**src/rtl/i2c_evt_pkg.sv**
```systemverilog
// Shared definitions for the I2C target event controller.
// Event codes are visible at the top-level port, so their values are fixed.
package i2c_evt_pkg;

    typedef enum logic [2:0] {
        EV_WR_REQ  = 3'd0,
        EV_RD_REQ  = 3'd1,
        EV_WR_RCV  = 3'd2,
        EV_RD_PROC = 3'd3,
        EV_STOP    = 3'd4
    } evt_code_e;

    typedef enum logic [2:0] {
        ST_IDLE,      // not selected, waiting for START
        ST_ADDR,      // shifting in the address byte
        ST_WDAT,      // shifting in a write data byte
        ST_ACK_PEND,  // ACK/NACK decided, waiting for SCL low to drive it
        ST_ACK_HOLD,  // ACK/NACK on the bus, waiting for SCL low to end it
        ST_RDAT,      // shifting out a read data byte
        ST_MACK,      // waiting for the master's ACK bit
        ST_RNEXT      // master ACKed, next byte starts at SCL low
    } eng_state_e;

endpackage

```
**src/rtl/i2c_evt_sync.sv**
```systemverilog
// Multi-stage synchroniser for one asynchronous wire.
// Assumes: the input is a slow bus level. The reset value matches the idle
// bus level, so no false edge appears when reset ends.
module i2c_evt_sync #(
    parameter int   STAGES  = 2,
    parameter logic RST_VAL = 1'b1
) (
    input  logic clk,
    input  logic rst_n,
    input  logic d,
    output logic q
);

    logic [STAGES-1:0] chain;

    generate
        if (STAGES == 1) begin : g_single
            // Purpose: single register stage.
            always_ff @(posedge clk) begin
                if (!rst_n) chain <= RST_VAL;
                else        chain <= d;
            end
        end else begin : g_chain
            // Purpose: shift the wire level through the register chain.
            always_ff @(posedge clk) begin
                if (!rst_n) chain <= {STAGES{RST_VAL}};
                else        chain <= {chain[STAGES-2:0], d};
            end
        end
    endgenerate

    assign q = chain[STAGES-1];

endmodule

```
**src/rtl/i2c_evt_cond.sv**
```systemverilog
// Bus condition detector: synchronises SCL/SDA and turns them into
// single-cycle SCL edge, START and STOP pulses.
// Assumes: the system clock is several times faster than SCL, so each SCL
// phase spans many clock cycles.
module i2c_evt_cond #(
    parameter int SYNC_STAGES = 2
) (
    input  logic clk,
    input  logic rst_n,
    input  logic scl_i,
    input  logic sda_i,
    output logic scl_lvl,
    output logic sda_lvl,
    output logic scl_rise,
    output logic scl_fall,
    output logic start_det,
    output logic stop_det
);

    logic scl_q;
    logic sda_q;

    i2c_evt_sync #(.STAGES(SYNC_STAGES), .RST_VAL(1'b1)) u_scl_sync (
        .clk(clk), .rst_n(rst_n), .d(scl_i), .q(scl_lvl)
    );

    i2c_evt_sync #(.STAGES(SYNC_STAGES), .RST_VAL(1'b1)) u_sda_sync (
        .clk(clk), .rst_n(rst_n), .d(sda_i), .q(sda_lvl)
    );

    // Purpose: keep the previous synchronised levels for edge detection.
    always_ff @(posedge clk) begin
        if (!rst_n) begin
            scl_q <= 1'b1;
            sda_q <= 1'b1;
        end else begin
            scl_q <= scl_lvl;
            sda_q <= sda_lvl;
        end
    end

    assign scl_rise  =  scl_lvl & ~scl_q;
    assign scl_fall  = ~scl_lvl &  scl_q;
    assign start_det =  scl_lvl &  scl_q &  sda_q & ~sda_lvl;
    assign stop_det  =  scl_lvl &  scl_q & ~sda_q &  sda_lvl;

endmodule

```
**src/rtl/i2c_evt_engine.sv**
```systemverilog
// Transfer engine: address match, byte shifting, ACK control, open-drain
// SDA enable and backend event generation.
// Assumes: ADDR_W == DATA_W - 1 (address plus R/W fills one byte). The
// backend answers combinationally in the cycle where evt_valid is high.
module i2c_evt_engine
    import i2c_evt_pkg::*;
#(
    parameter int ADDR_W = 7,
    parameter int DATA_W = 8
) (
    input  logic              clk,
    input  logic              rst_n,
    input  logic [ADDR_W-1:0] own_addr,
    input  logic              sda_lvl,
    input  logic              scl_rise,
    input  logic              scl_fall,
    input  logic              start_det,
    input  logic              stop_det,
    input  logic [DATA_W-1:0] be_rdata,
    input  logic              be_nack,
    output logic              sda_oe,
    output logic              evt_valid,
    output evt_code_e         evt_code,
    output logic [DATA_W-1:0] evt_wdata
);

    localparam int                CNT_W   = $clog2(DATA_W + 1);
    localparam logic [CNT_W-1:0]  LAST_RX = CNT_W'(DATA_W - 1);
    localparam logic [CNT_W-1:0]  FULL_TX = CNT_W'(DATA_W);

    eng_state_e        st;
    logic [CNT_W-1:0]  cnt;
    logic [DATA_W-1:0] rx_sh;
    logic [DATA_W-1:0] tx_sh;
    logic [DATA_W-1:0] tx_hold;
    logic [DATA_W-1:0] rx_byte;
    logic              ack_q;
    logic              rd_mode;
    logic              sel;
    logic              rsp_rd;
    logic              rsp_wr;

    assign rx_byte = {rx_sh[DATA_W-2:0], sda_lvl};
    assign rsp_rd  = evt_valid && (evt_code == EV_RD_REQ || evt_code == EV_RD_PROC);
    assign rsp_wr  = evt_valid && (evt_code == EV_WR_RCV);

    // Purpose: bus-phase sequencing, shifting, SDA enable and event strobes.
    always_ff @(posedge clk) begin
        if (!rst_n) begin
            st        <= ST_IDLE;
            cnt       <= '0;
            rx_sh     <= '0;
            tx_sh     <= '0;
            tx_hold   <= '0;
            ack_q     <= 1'b0;
            rd_mode   <= 1'b0;
            sel       <= 1'b0;
            sda_oe    <= 1'b0;
            evt_valid <= 1'b0;
            evt_code  <= EV_WR_REQ;
            evt_wdata <= '0;
        end else begin
            evt_valid <= 1'b0;
            // backend answers are taken at the edge ending the event cycle
            if (rsp_rd) tx_hold <= be_rdata;
            if (rsp_wr) ack_q   <= ~be_nack;

            if (stop_det) begin
                st     <= ST_IDLE;
                sda_oe <= 1'b0;
                sel    <= 1'b0;
                if (sel) begin
                    evt_valid <= 1'b1;
                    evt_code  <= EV_STOP;
                    evt_wdata <= '0;
                end
            end else if (start_det) begin
                st     <= ST_ADDR;
                cnt    <= '0;
                sda_oe <= 1'b0;
            end else begin
                case (st)
                    ST_ADDR: if (scl_rise) begin
                        rx_sh <= rx_byte;
                        cnt   <= cnt + 1'b1;
                        if (cnt == LAST_RX) begin
                            if (rx_sh[ADDR_W-1:0] == own_addr) begin
                                sel       <= 1'b1;
                                ack_q     <= 1'b1;
                                rd_mode   <= sda_lvl;
                                evt_valid <= 1'b1;
                                evt_code  <= sda_lvl ? EV_RD_REQ : EV_WR_REQ;
                                evt_wdata <= '0;
                                st        <= ST_ACK_PEND;
                            end else begin
                                st <= ST_IDLE;
                            end
                        end
                    end
                    ST_WDAT: if (scl_rise) begin
                        rx_sh <= rx_byte;
                        cnt   <= cnt + 1'b1;
                        if (cnt == LAST_RX) begin
                            rd_mode   <= 1'b0;
                            evt_valid <= 1'b1;
                            evt_code  <= EV_WR_RCV;
                            evt_wdata <= rx_byte;
                            st        <= ST_ACK_PEND;
                        end
                    end
                    ST_ACK_PEND: if (scl_fall) begin
                        sda_oe <= ack_q;
                        st     <= ST_ACK_HOLD;
                    end
                    ST_ACK_HOLD: if (scl_fall) begin
                        if (rd_mode) begin
                            tx_sh     <= tx_hold;
                            sda_oe    <= ~tx_hold[DATA_W-1];
                            cnt       <= CNT_W'(1);
                            evt_valid <= 1'b1;
                            evt_code  <= EV_RD_PROC;
                            evt_wdata <= '0;
                            st        <= ST_RDAT;
                        end else begin
                            sda_oe <= 1'b0;
                            cnt    <= '0;
                            st     <= ST_WDAT;
                        end
                    end
                    ST_RDAT: if (scl_fall) begin
                        if (cnt == FULL_TX) begin
                            sda_oe <= 1'b0;
                            st     <= ST_MACK;
                        end else begin
                            sda_oe <= ~tx_sh[DATA_W-2];
                            tx_sh  <= tx_sh << 1;
                            cnt    <= cnt + 1'b1;
                        end
                    end
                    ST_MACK: if (scl_rise) begin
                        st <= sda_lvl ? ST_IDLE : ST_RNEXT;
                    end
                    ST_RNEXT: if (scl_fall) begin
                        tx_sh     <= tx_hold;
                        sda_oe    <= ~tx_hold[DATA_W-1];
                        cnt       <= CNT_W'(1);
                        evt_valid <= 1'b1;
                        evt_code  <= EV_RD_PROC;
                        evt_wdata <= '0;
                        st        <= ST_RDAT;
                    end
                    default: ;
                endcase
            end
        end
    end

endmodule

```
**src/rtl/i2c_evt_target.sv**
```systemverilog
// I2C target with a byte-event backend interface.
// Assumes: SCL from the master never stretches; the system clock runs many
// times faster than SCL; own_addr is static during a transfer.
module i2c_evt_target #(
    parameter int SYNC_STAGES = 2,
    parameter int ADDR_W      = 7,
    parameter int DATA_W      = 8
) (
    input  logic              clk,
    input  logic              rst_n,
    input  logic [ADDR_W-1:0] own_addr,
    input  logic              scl_i,
    input  logic              sda_i,
    input  logic [DATA_W-1:0] be_rdata,
    input  logic              be_nack,
    output logic              sda_oe,
    output logic              evt_valid,
    output logic [2:0]        evt_code,
    output logic [DATA_W-1:0] evt_wdata
);

    logic scl_lvl;
    logic sda_lvl;
    logic scl_rise;
    logic scl_fall;
    logic start_det;
    logic stop_det;
    i2c_evt_pkg::evt_code_e code_e;

    i2c_evt_cond #(.SYNC_STAGES(SYNC_STAGES)) u_cond (
        .clk       (clk),
        .rst_n     (rst_n),
        .scl_i     (scl_i),
        .sda_i     (sda_i),
        .scl_lvl   (scl_lvl),
        .sda_lvl   (sda_lvl),
        .scl_rise  (scl_rise),
        .scl_fall  (scl_fall),
        .start_det (start_det),
        .stop_det  (stop_det)
    );

    i2c_evt_engine #(.ADDR_W(ADDR_W), .DATA_W(DATA_W)) u_eng (
        .clk       (clk),
        .rst_n     (rst_n),
        .own_addr  (own_addr),
        .sda_lvl   (sda_lvl),
        .scl_rise  (scl_rise),
        .scl_fall  (scl_fall),
        .start_det (start_det),
        .stop_det  (stop_det),
        .be_rdata  (be_rdata),
        .be_nack   (be_nack),
        .sda_oe    (sda_oe),
        .evt_valid (evt_valid),
        .evt_code  (code_e),
        .evt_wdata (evt_wdata)
    );

    assign evt_code = code_e;

endmodule

```
**config.mk**
```make
export PLATFORM = sky130hd
export DESIGN_NAME = i2c_evt_target
export DESIGN_NICKNAME = d
export VERILOG_FILES = /design/src/rtl/i2c_evt_pkg.sv /design/src/rtl/i2c_evt_sync.sv /design/src/rtl/i2c_evt_cond.sv /design/src/rtl/i2c_evt_engine.sv /design/src/rtl/i2c_evt_target.sv
export SDC_FILE = /design/constraint.sdc
export NUM_CORES = 1
export LEC_CHECK = 0
export ABC_AREA = 1
export BUFFER_PORTS_ARGS = -buffer_cell sky130_fd_sc_hd__buf_2
export CAP_MARGIN = 30
export CORE_ASPECT_RATIO = 2
export CORE_MARGIN = 3
export CORE_UTILIZATION = 32
export CTS_CLUSTER_SIZE = 40
export DETAILED_ROUTE_END_ITERATION = 12
export SYNTH_ARGS = -nofsm -noshare
export SYNTH_HDL_FRONTEND = slang
export SYNTH_HIERARCHICAL = 1
export SYNTH_SLANG_ARGS = --single-unit
```
**constraint.sdc**
```tcl
create_clock -name clk -period 4 [get_ports clk]
set_input_delay 0.2 -clock clk [delete_from_list [all_inputs] [get_ports clk]]
set_output_delay 0.2 -clock clk [all_outputs]
set_load 0.1 [all_outputs]
```
# Yosys cells after proc, flatten, opt, wreduce, memory -nomap -nowiden
# Index checks and enable logic that the tools add are counted.
[totals]
regBits = 51
inputBits = 20
output_inout_bits = 13
wordCells = 191
[op_classes]
add_sub_neg = 1
n_eq_ne = 48
n_mux = 86
bitwise_logic = 17
reduce_logical = 22
[op_table]
columns = ["operator", "count"]
rows = [
  ["8-bit 2-to-1 mux", 11],
  ["3-bit 2-to-1 mux", 23],
  ["3-bit inequality test, second input constant", 12],
  ["7-bit 2-to-1 mux", 5],
  ["11-bit AND reduction", 3],
  ["1-bit 2-to-1 mux", 32],
  ["8-bit one-hot mux with 4 select lines", 1],
  ["4-bit 2-to-1 mux", 6],
  ["3-bit by 2-bit inequality test with 1-bit output, second input constant", 7],
  ["3-bit one-hot mux with 7 select lines", 1],
  ["7-bit one-hot mux with 3 select lines", 1],
  ["2-bit inequality test, second input constant", 8],
  ["4-bit one-hot mux with 4 select lines", 1],
  ["8-bit AND reduction", 2],
  ["2-bit by 1-bit inequality test with 1-bit output, second input constant", 7],
  ["3-bit by 2-bit equality test with 1-bit output, second input constant", 4],
  ["3-bit equality test, second input constant", 4],
  ["3-bit one-hot mux with 4 select lines", 1],
  ["1-bit NOT", 10],
  ["5-bit AND reduction", 2],
  ["5-bit nonzero test", 2],
  ["1-bit one-hot mux with 4 select lines", 2],
  ["8-bit nonzero test", 1],
  ["1-bit bitwise AND", 7],
  ["18 further kinds", 21],
]

# Logic depth before layout (Yosys ltp)
[logic_depth]
depth_word = 9
ltp_mapped = 13
depth_no_buf = 12

# Hierarchy
# Netlist, hierarchy kept.
[by_module_without_submodules]
columns = ["mod", "instances", "cells_each", "area_each_um2", "seq_area_each_um2"]
rows = [
  ["i2c_evt_engine", 1, 354, 2363.5, 900.9],
  ["i2c_evt_sync", 2, 6, 55.1, 40.0],
  ["i2c_evt_cond", 1, 15, 88.8, 40.0],
]

# Least setup slack after synthesis
# Ideal clock, no wire load.
[synth_timing]
path_kind = "register to register"
start = "register u_eng.evt_code[0]"
end = "register u_eng.tx_hold[1]"
setup_time_ps = 65
arrival_time_ps = 1677
required_time_ps = 3935
path_slack_ps = 2258
stages_incl_launch_ff = 5
n_path_buf = 0
synth_period_minus_slack_ps = 1742
cell_sequence = "dfxtp_1 nand3_1 inv_1 nor2_1 nor2_1"
[synth_between]
elab_chain_cells = 3
word_cells_on_any_way = 4
classes_between = "2 x eq/ne; 2 x reduce/logical"
[synth_rtl]
columns = ["item", "line_no", "source"]
rows = [
  ["start: declaration", "i2c_evt_engine.sv:23", "output evt_code_e evt_code,"],
  ["start signal: assignment", "i2c_evt_engine.sv:92", "evt_code <= sda_lvl ? EV_RD_REQ : EV_WR_REQ;"],
  ["3-bit by 1-bit equality test with 1-bit output or 3-bit by 2-bit equality test with 1-bit output (tied branches)", "i2c_evt_engine.sv:44", "assign rsp_rd = evt_valid && (evt_code == EV_RD_REQ || evt_code == EV_RD_PROC);"],
  ["1-bit logical OR (*)", "i2c_evt_engine.sv:44", ""],
  ["1-bit logical AND (*)", "i2c_evt_engine.sv:44", ""],
  ["end signal: assignment", "i2c_evt_engine.sv:65", "if (rsp_rd) tx_hold <= be_rdata;"],
  ["end: declaration", "i2c_evt_engine.sv:35", "logic [DATA_W-1:0] tx_hold;"],
]
# Every way passes the cells marked *; elsewhere a longest branch is shown, timed or not.
# A chain may end at the register's enable or synchronous reset.

# Worst setup path after layout
[layout_timing]
start = "register u_cond.u_sda_sync.chain[1]"
end = "register u_eng.evt_code[2]"
[layout_between]
word_cells_on_any_way = 16
classes_between = "10 x eq/ne; 1 x mux; 3 x bitwise; 2 x reduce/logical"
[layout_lines]
columns = ["item", "line_no", "source"]
rows = [
  ["start: declaration", "i2c_evt_sync.sv:14", "logic [STAGES-1:0] chain;"],
  ["start signal: assignment", "i2c_evt_sync.sv:26", "if (!rst_n) chain <= {STAGES{RST_VAL}};"],
  ["start signal: assignment", "i2c_evt_sync.sv:27", "else chain <= {chain[STAGES-2:0], d};"],
  ["1-bit bitwise AND (*)", "i2c_evt_cond.sv:45", "assign stop_det = scl_lvl & scl_q & ~sda_q & sda_lvl;"],
  ["net stop_det", "i2c_evt_target.sv:27", "logic stop_det;"],
  ["3-bit by 2-bit inequality test with 1-bit output (no source line) (tied with other cells)", "--", ""],
  ["11-bit AND reduction (no source line)", "--", ""],
]
# Mark *: on every way through the listed nets, which the timed path passes. The rest lies on a longest branch.

==> flow_summary.yaml <==
logic_synthesis:
  syn_nets: 403
  ys_top_cells_by_area: "dfxtp_1 (40%), nand2_1 (12%), nor2_1 (10%)"
  synth-seq-cells: 51
  synth.distinct_cells: 30
  yosysTopAreaCellShare: 0.398
  yosys_warnings: 6
  ys_seq_area_frac: 0.398
  synth_top_area_cell: "dfxtp_1"
  syn_avg_cell_area_um2: 6.73
  synth.cell_area_um2: 2560
  synthCells: 381
layout:
  fin_util: 0.381
  fin_cells: 504
  layout_common_cells: "nand2_1 (84), nor2_1 (71), dfxtp_1 (51), inv_1 (37), o21ai_0 (36)"
  n_fill_cell: 831
  insertedDiodeCount: 0
  regArea_um2: 1020
  syn_to_final_growth_pct: 14.6
  multi_input_area_um2: 1290
  drive_gt1_frac: 0.146
  final_common_cell: "nand2_1"
  layout.nets: 431
sta:
  setup_viol: 0
  slew_headroom: 0.553
  fmax_mhz: 459
  tns_ps: 0
  period_minus_slack_ps: 2180
  skew_ps: 8.04
  rsz0062_at_grt: "no"
  tightest_slew_ps: 669
  period_share: 0.545
  final_hold_viol_count: 0
  drv_slew: 0
global_route:
  grt_util_met2: 0.257
  grt.overflow.total: 0
  grt_pass1_vias: 2261
  grt_pass1_wl_um: 10400
  busiest_layer: "met2"
  grt_max_degree: 47
  globalRouteMet3Util: 0.0266
  grtUsageTotal: 0.141
  grt_antenna_before_repair: 0
  grt_use_met1: 0.143
critical_path:
  path_class: "register to register"
  r2r-start: "u_cond/u_sda_sync/chain[1]"
  slowest_stage: "dfxtp_1"
  cp.arrival_ps: 2400
  cp.required_ps: 4220
  r2r-end: "u_eng/evt_code[2]"
  cp-end-kind: "register"
  r2r_setup_slack_ps: 1820
  crit_buf_inv: 1
  crit_top_cell: "nand2_1"
  reg2reg_depth: 10
  worstPathMaxFanout: 21
  start_kind: "register"
  path_cells: "nand2_1, nor2_1, inv_1, nand2_1, nor2_1, nand2_1, nand2_2, nand2_1, nand2_1, a21oi_1"
  critPathTopFamily: "simple AND/OR/NAND/NOR gates"
  cpPeakStageDelay_ps: 450
placed_design:
  gp_congestion: 0.930
  dp_cells: 496
  hpwl_um: 4710
  io_buffers: 32
route:
  finalWirelength_um: 6210
  vias: 2426
  ant_nets: 0
  vias_per_cell: 4.81
  drt_pre_antenna_iters: 4
  post_drt_wl_per_cell_um: 12.3
  drt_iter0_markers: 101
  remaining_drc_errors: 0
die:
  dieArea_um2: 9180
  fp.dieH_um: 133
  rows: 45
  num_io_pins: 33
  initial_core_util: 0.332
  die_width_um: 69.3
  design.core.area_um2: 7710
min_path:
  hold_path_end: "u_cond/u_scl_sync/chain[0]"
  min_path_type: "input pin to register"
  hold_depth: 3
  hold_start: "scl_i"
clock_network:
  clock-sinks: 51
  clock_latency_ps: 290
  htree_levels: 2
  clockBufferDepth: 2
  post-cts-setup-buffer-count: 0
  numCtsBuffers: 5
  root_buffer: "clkbuf_16"
  cts_tree: "yes"
  cts.clk_slew.worst_paths_ps: 70
  cts-resized-gates: 0
  hold_buffers: 0
pwr:
  switching_share: 0.346
  p_leak_nw: 1.36
  vdd_drop_max_uv: 198
  intPower_w: 0.000937
  pwr-share-clk: 0.356
  pwr-share-comb: 0.248
  p_switching_w: 0.000495
  power_density_nw_per_um2: 487
  p_seq_frac: 0.395
status:
  outcome: "complete, no violations"
job:
  maxCapViolCount: 0
[cells in the mapped netlist]
master	count
clkbuf_1	2
nor3_2	2
nand2_4	1
buf_1	2
xnor2_1	6
nor2_2	4
nand4_2	1
nor3b_1	1
nand2_1	84
nand3_2	2
xor2_1	1
nand3b_1	1
ha_1	2
buf_2	2
nand4_1	3
a31oi_1	1
nor2_1	71
nor3_4	1
nor3_1	3
o21ai_0	36
clkbuf_4	1
nand2_2	3
buf_6	5
dfxtp_1	51
nand3_1	22
inv_1	37
inv_2	5
o31ai_1	1
a21oi_1	29
o21ai_1	1
[how the worst max path moves through the flow]
stage | start | endpoint | slack, ps | cells after the start
after detailed placement | u_cond/u_sda_sync/chain[1] | u_eng/evt_wdata[1] | 1820 | 9
after floorplan | u_eng/evt_code[0] | u_eng/tx_hold[1] | 2260 | 4
after CTS | u_cond/u_sda_sync/chain[1] | u_eng/evt_wdata[1] | 1800 | 9
after global placement | u_cond/u_sda_sync/chain[1] | u_eng/evt_wdata[1] | 1840 | 9
final | u_cond/u_sda_sync/chain[1] | u_eng/evt_code[2] | 1820 | 10
after global routing | u_cond/u_sda_sync/chain[1] | u_eng/evt_code[2] | 1630 | 10
[layer usage]
metal	wire, um	up-vias
met5	0	-
met4	240	0
met1	2360	1087
met3	251	17
li1	-	1267
met2	3360	55
[cell families (layout without fill, tap and decap cells)]
kind of cell    after synthesis  in the layout  synth area share
compound gates               68             68             0.134
fa+ha+maj                     2              2           0.00976
flops                        51             51             0.398
simple gates                199            199             0.337
buf+inv                      54             83            0.0962
xor+xnor                      7              7            0.0239
[stage by stage]
| step | power (W) | cell area, um2 | hold WS [ps] | setup slack [ps] |
|---|---|---|---|---|
| finish | 0.00143 | 2940 | 75.3 | 1820 |
| global route | 0.00150 | 2940 | 82.7 | 1630 |
| CTS | 0.00145 | 2940 | 66.9 | 1800 |
| detailed placement | 0.000935 | 2760 | 375 | 1820 |
| global placement | 0.000931 | 2760 | 372 | 1840 |
| floorplan | 0.000877 | 2560 | 269 | 2260 |
[worst reg2reg max path, delay by kind of cell, from the launching register on]
kind            cells  cell delay [ps]
simple gates        8             1260
buf+inv             1              300
compound gates      1              110
flops               1              450
[final cells by class]
type	count	share of cell area
Clock inverter	2	0.0132
Timing Repair Buffer	33	0.0571
Multi-Input combinational cell	276	0.441
Clock buffer	6	0.0473
Sequential cell	51	0.348
Tap cell	94	0.0401
Inverter	42	0.0537
[sequential cells by signal, indices dropped and copies added (netlist names), 3 cells and up]
name / flops
u_eng/rx_sh: 7
u_eng/tx_sh: 7
u_eng/st: 3
u_eng/cnt: 4
u_eng/evt_code: 3
u_eng/tx_hold: 8
u_eng/evt_wdata: 8
[power by group through the flow]
stage | registers (W) | clock network [W] | logic, W
CTS | 0.000566 | 0.000527 | 0.000357
global placement | 0.000577 | 0 | 0.000354
floorplan | 0.000713 | 0 | 0.000164
global route | 0.000571 | 0.000545 | 0.000388
finish | 0.000566 | 0.000510 | 0.000355
detailed placement | 0.000578 | 0 | 0.000357
Power figures use the tool's default switching activity.
